<file path="config.mk">
export PLATFORM = sky130hd
export DESIGN_NAME = hentry_tracker
export DESIGN_NICKNAME = d
export VERILOG_FILES = /design/src/rtl/hentry_pkg.sv /design/src/rtl/hentry_intr_pend.sv /design/src/rtl/hentry_dbg_track.sv /design/src/rtl/hentry_tracker.sv
export SDC_FILE = /design/constraint.sdc
export NUM_CORES = 1
export LEC_CHECK = 0
export BUFFER_PORTS_ARGS = -buffer_cell sky130_fd_sc_hd__buf_2
export CAP_MARGIN = 0
export CORE_MARGIN = 4
export CORE_UTILIZATION = 46
export CTS_CLUSTER_DIAMETER = 80
export DETAILED_ROUTE_END_ITERATION = 7
export GPL_ROUTABILITY_DRIVEN = 0
export PLACE_DENSITY = 0.84
export SLEW_MARGIN = 20
export SYNTH_ARGS = -nofsm -noshare
export SYNTH_HDL_FRONTEND = slang
export SYNTH_SLANG_ARGS = --single-unit
</file>
<file path="constraint.sdc">
create_clock -name clk -period 1.7 [get_ports clk]
set_input_delay 0.425 -clock clk [delete_from_list [all_inputs] [get_ports clk]]
set_output_delay 0.425 -clock clk [all_outputs]
set_load 0.1 [all_outputs]
</file>
<file path="src/rtl/hentry_pkg.sv">
package hentry_pkg;
  localparam int DBG_CAUSE_W = 3;
  localparam int CAUSE_W     = 11;
  localparam int REC_W       = CAUSE_W + 3;

  typedef struct packed {
    logic [CAUSE_W-1:0] cause;
    logic               interrupt;
    logic               exception;
    logic               intr;
  } intr_rec_t;

  function automatic intr_rec_t make_trap_rec(input logic [CAUSE_W-1:0] c);
    intr_rec_t r;
    r.cause     = c;
    r.interrupt = 1'b0;
    r.exception = 1'b1;
    r.intr      = 1'b1;
    return r;
  endfunction

  function automatic intr_rec_t make_irq_rec(input logic [CAUSE_W-1:0] c);
    intr_rec_t r;
    r.cause     = c;
    r.interrupt = 1'b1;
    r.exception = 1'b0;
    r.intr      = 1'b1;
    return r;
  endfunction
endpackage

</file>
<file path="src/rtl/hentry_intr_pend.sv">
module hentry_intr_pend
  import hentry_pkg::*;
(
  input  logic               clk,
  input  logic               rst_n,
  input  logic               consume,
  input  logic               trap_ev,
  input  logic [CAUSE_W-1:0] trap_cause,
  input  logic               irq_ev,
  input  logic [CAUSE_W-1:0] irq_cause,
  output intr_rec_t          rec
);
  // Newest event wins over the clear; interrupt wins over trap.
  always_ff @(posedge clk) begin
    if (!rst_n)       rec <= '0;
    else if (irq_ev)  rec <= make_irq_rec(irq_cause);
    else if (trap_ev) rec <= make_trap_rec(trap_cause);
    else if (consume) rec <= '0;
  end
endmodule

</file>
<file path="src/rtl/hentry_dbg_track.sv">
module hentry_dbg_track
  import hentry_pkg::*;
(
  input  logic                   clk,
  input  logic                   rst_n,
  input  logic                   consume,
  input  logic                   entry,
  input  logic [DBG_CAUSE_W-1:0] cause_in,
  input  logic                   resume,
  output logic [DBG_CAUSE_W-1:0] pend_cause,
  output logic                   mode
);
  always_ff @(posedge clk) begin
    if (!rst_n)       pend_cause <= '0;
    else if (entry)   pend_cause <= cause_in;
    else if (consume) pend_cause <= '0;
  end

  always_ff @(posedge clk) begin
    if (!rst_n)      mode <= 1'b0;
    else if (entry)  mode <= 1'b1;
    else if (resume) mode <= 1'b0;
  end
endmodule

</file>
<file path="src/rtl/hentry_tracker.sv">
module hentry_tracker
  import hentry_pkg::*;
(
  input  logic                   clk,
  input  logic                   rst_n,
  input  logic                   retire_valid,
  input  logic                   dbg_entry,
  input  logic [DBG_CAUSE_W-1:0] dbg_cause_in,
  input  logic                   dbg_resume,
  input  logic                   trap_entry,
  input  logic [CAUSE_W-1:0]     trap_cause,
  input  logic                   irq_entry,
  input  logic [CAUSE_W-1:0]     irq_cause,
  output logic                   out_valid,
  output logic [DBG_CAUSE_W-1:0] out_dbg_cause,
  output logic                   out_dbg_mode,
  output logic [REC_W-1:0]       out_intr
);
  intr_rec_t              pend_rec;
  logic [DBG_CAUSE_W-1:0] pend_dbg;
  logic                   cur_mode;
  logic                   report_fire;

  assign report_fire = retire_valid;

  hentry_intr_pend u_intr (
    .clk        (clk),
    .rst_n      (rst_n),
    .consume    (report_fire),
    .trap_ev    (trap_entry),
    .trap_cause (trap_cause),
    .irq_ev     (irq_entry),
    .irq_cause  (irq_cause),
    .rec        (pend_rec)
  );

  hentry_dbg_track u_dbg (
    .clk        (clk),
    .rst_n      (rst_n),
    .consume    (report_fire),
    .entry      (dbg_entry),
    .cause_in   (dbg_cause_in),
    .resume     (dbg_resume),
    .pend_cause (pend_dbg),
    .mode       (cur_mode)
  );

  // Annotation uses state from before this cycle's strobes.
  always_ff @(posedge clk) begin
    if (!rst_n) begin
      out_valid     <= 1'b0;
      out_dbg_cause <= '0;
      out_dbg_mode  <= 1'b0;
      out_intr      <= '0;
    end else begin
      out_valid     <= report_fire;
      out_dbg_cause <= report_fire ? pend_dbg : '0;
      out_dbg_mode  <= report_fire & cur_mode;
      out_intr      <= report_fire ? REC_W'(pend_rec) : '0;
    end
  end
endmodule

</file>
==> summary.md <==
| Metric | Value |
|---|---|
| Detail Route met2 WL | `approximately 1400 um` |
| Mean instance size in the synthesized netlist | `slightly above 10 sq um` |
| Final hold viol count | `0` |
| Max-cap check violation count | `0` |
| Share of synthesized registers carrying an async set or reset | `0%` |
| Area of the multi-input gates | `roughly 450 sq um` |
| Port bufs | `50` |
| Int Power | `1.224 mW` |
| Portion of synthesized cell area occupied by the leading cell type | `roughly 59%` |
| Effective utilization at floorplan | `between 40% and 50%` |
| Ratio of total power to cell area | `roughly 1100 nW/um^2` |
| Overall die height | `roughly 60 um` |
| Top Metal Used | `met4` |
| Cell with the most instances after synthesis | `sky130_fd_sc_hd__dfxtp_1` |
| Reg-to-reg slack, setup | `0.93 ns` |
| Syn Inst Count | `about 120` |
| Count of H-tree levels built during CTS | `2` |
| Max Root-Sink Buffers | `2` |
| Cell with the biggest individual delay on the critical path | `sky130_fd_sc_hd__buf_2` |
| Most area-hungry cell type in the Yosys netlist | `sky130_fd_sc_hd__dfxtp_1` |
| Final max-slew violation count | `0` |
| Switching component of the power | `about 0.45 mW` |
| Buffers inserted by post-CTS timing repair | `0` |
| Period Utilization, post-route | `about 90%` |
| Hold buffer count at CTS | `0` |
| Total number of vias | `1,041` |
| Routed wire length per instance | `13.32 um` |
| Commonest cells in the synthesized netlist | `sky130_fd_sc_hd__dfxtp_1 (37), sky130_fd_sc_hd__and3_1 (18), sky130_fd_sc_hd__nor2_1 (11)` |
| Storage cell area | `740.7 sq um` |
| First-pass GRT wire length | `between 4000 and 5000 um` |
| Cell family with most CP delay | `buffers and inverters` |
| Maximum clock frequency | `647.4 MHz` |
| IR drop worst, VDD | `between 800 and 900 uV` |
| Unrepaired setup endpoints after global routing | `no` |
| WHS | `~0.34 ns` |
| X dimension of the die | `60.16 um` |
| Final-layout setup total negative slack | `0 ns` |
| Met3 Wirelength | `242 um` |
| Count of warnings emitted by yosys | `0` |
| Clock Sinks | `37` |
| Most area-consuming cells after synthesis | `sky130_fd_sc_hd__dfxtp_1 (59%), sky130_fd_sc_hd__and3_1 (9.0%), sky130_fd_sc_hd__a221oi_1 (7.0%), sky130_fd_sc_hd__nor2b_1 (4.0%), sky130_fd_sc_hd__o21ai_1 (4.0%)` |
| DIE AREA | `roughly 3600 sq um` |
| Result of the run | `finished clean` |
| Grt ovf | `0` |
| Initial antenna violation count | `0` |
| Sequential fraction of design power | `approximately 55%` |
| FILL cells | `238` |
| Via count of the first global-routing pass | `about 1,000` |
| Seq/Total Area, Yosys | `59.20%` |
| Combinational fraction of design power | `between 10 and 15%` |
| Clk pin slew, worst setup/hold paths | `about 0.11 ns` |
| Critical Path Source Type | `flip-flop` |
| Worst endpoint required time | `between 1 and 1.5 ns` |
| Arr. time, crit path | `approximately 1.1 ns` |
| Post-route DRC | `0` |
| Drt via density | `roughly 5.1` |
| GRT Resource Usage Total | `approximately 17%` |
| Crit path kind | `reg -> out` |
| Critical path, cell by cell | `buf_2` |
| Count of distinct cell types in the synthesized netlist | `18` |
| Wire length reported by the detailed router | `2718 um` |
| Maximum fanout along the worst path | `1` |
| Clock tree from TritonCTS | `built` |
| Number of synthesized flops with an enable pin | `0` |
| FF+latch count, synth | `37` |
| Ratio of cells with drive above 1 in the final layout | `36.21%` |
| Final worst clock skew | `around 0.0083 ns` |
| Min Clock Period, post-route | `1.545 ns` |
| Number of search-and-repair iterations in the first detailed-routing pass | `4` |
| Buffers & Inverters on Critical Path | `1` |
| Worst min-delay path category | `in -> reg` |
| Relative contribution of the clock network to total power | `between 30% and 40%` |
| Count of nets after finishing | `about 210` |
| Post-synthesis to final-layout area growth | `26.60%` |
| Cell count after placement | `about 200` |
| Switching portion of total power | `a little over a quarter` |
| Area of the mapped netlist | `around 1300 sq um` |
| Headroom to the max-slew limit | `a little over half` |
| Measured slew at the worst slew-check pin | `0.6748 ns` |
| # resized after CTS | `0` |
| Number of buffers added by the clock tree synthesis step | `5` |
| Residual antenna-violating net count after detailed routing | `0` |
| Pin count of the biggest net entering global routing | `38` |
| Wire length the detailed router placed on met1 | `about 1000 um` |
| Total cell area at the placement stage | `1514 sq um` |
| Worst setup EP type | `output port` |
| Total setup violations reported at the end of the flow | `0` |
| Static leakage | `0.7935 nW` |
| Final HPWL DP | `approximately 2000 um` |
| Most common flop cell mapped by yosys | `sky130_fd_sc_hd__dfxtp_1` |
| Count of standard-cell rows | `18` |
| Clock root buffer | `sky130_fd_sc_hd__clkbuf_4` |
| Placeable core region | `2545 sq um` |
| Iteration-0 DRC count of the detailed router | `30` |
| Clock latency on the worst-skew pair | `between 0.3 and 0.4 ns` |
| Critical path's largest stage delay | `0.43 ns` |
| Inserted Diodes | `0` |
| Cell area after layout | `~1600 sq um` |
| Number of primary I/O pins | `between 50 and 60` |
| Non-filler instance count after layout | `between 200 and 250` |
| Synthesized net count | `approximately 150` |
-- final cells by class --
cell class                 instances  share of cell area [%]
clock inverter                     1                  0.3160
clock buffer                       7                   4.107
timing repair buffer              54                   17.69
inverter                           1                  0.2370
tap                               30                   2.370
multi-input combinational         74                   28.51
sequential                        37                   46.76
-- power groups by stage --
stage	clock (mW)	sequential [mW]	combinational [mW]
after global routing	0.573	0.927	0.265
after CTS	0.524	0.922	0.245
final	0.508	0.922	0.244
after global placement	0	0.940	0.239
after detailed placement	0	0.942	0.244
after floorplan	0	1.03	0.0832
-- cells by family (layout without fill, tap and decap cells) --
group | count (synthesis) | count (layout) | synth area share, %
and+or+nand+nor | 45 | 45 | 20.90
buffers and inverters | 11 | 63 | 4.699
AOI/OAI and AO/OA | 29 | 29 | 15.20
DFF | 37 | 37 | 59.20
-- flip-flops by register name, indices dropped and copies added (netlist names) --
name              count
out_dbg_mode          1
out_valid             1
out_dbg_cause         3
u_dbg.mode            1
u_intr.rec           14
out_intr             14
u_dbg.pend_cause      3
-- through the flow --
step	power [mW]	utilization, %	worst slack (ns)
3_5_place_dp	1.186	59.49	0.1476
3_3_place_gp	1.179	59.49	0.2480
6_report	1.675	62.24	0.1553
2_1_floorplan	1.114	-	0.3660
4_1_cts	1.691	62.24	0.1517
5_1_grt	1.764	62.24	0.1145
-- final timing paths --
kind / startpoint / endpoint / depth (start not counted)
min: trap_cause[1] / u_intr.rec[4]$_SDFFE_PN0P_ / 3
min reg2reg: u_dbg.pend_cause[0]$_SDFFE_PN0P_ / out_dbg_cause[0]$_SDFF_PN0_ / 1
max reg2reg: u_dbg.pend_cause[1]$_SDFFE_PN0P_ / u_dbg.pend_cause[1]$_SDFFE_PN0P_ / 3
max: out_intr[12]$_SDFF_PN0_ / out_intr[12] / 1
-- cell usage in the layout (no fill, tap or decap) --
master / Yosys / layout
sky130_fd_sc_hd__or3_4: 1 / 1
sky130_fd_sc_hd__buf_2: 2 / 50
sky130_fd_sc_hd__nor2b_1: 8 / 8
sky130_fd_sc_hd__o21a_1: 1 / 1
sky130_fd_sc_hd__clkbuf_8: 0 / 2
sky130_fd_sc_hd__buf_4: 0 / 4
sky130_fd_sc_hd__o21ai_0: 1 / 1
sky130_fd_sc_hd__and3_1: 18 / 18
sky130_fd_sc_hd__a21oi_1: 5 / 5
sky130_fd_sc_hd__clkinv_2: 0 / 1
sky130_fd_sc_hd__nor3_1: 2 / 2
sky130_fd_sc_hd__nor2_1: 11 / 11
sky130_fd_sc_hd__a211oi_1: 2 / 2
sky130_fd_sc_hd__inv_1: 1 / 1
sky130_fd_sc_hd__o21ai_1: 10 / 10
sky130_fd_sc_hd__clkbuf_4: 0 / 5
sky130_fd_sc_hd__dfxtp_1: 37 / 37
sky130_fd_sc_hd__nor3b_1: 4 / 4
sky130_fd_sc_hd__and2_1: 1 / 1
sky130_fd_sc_hd__a221oi_1: 10 / 10
-- routing by layer --
layer / vias to the layer above / GRT usage, %
li1: 540 / -
met1: 463 / 18.57
met2: 33 / 29.63
met3: 5 / 7.991
met4: 0 / 6.646
met5: - / 0
(Power assumes the default switching activity.)
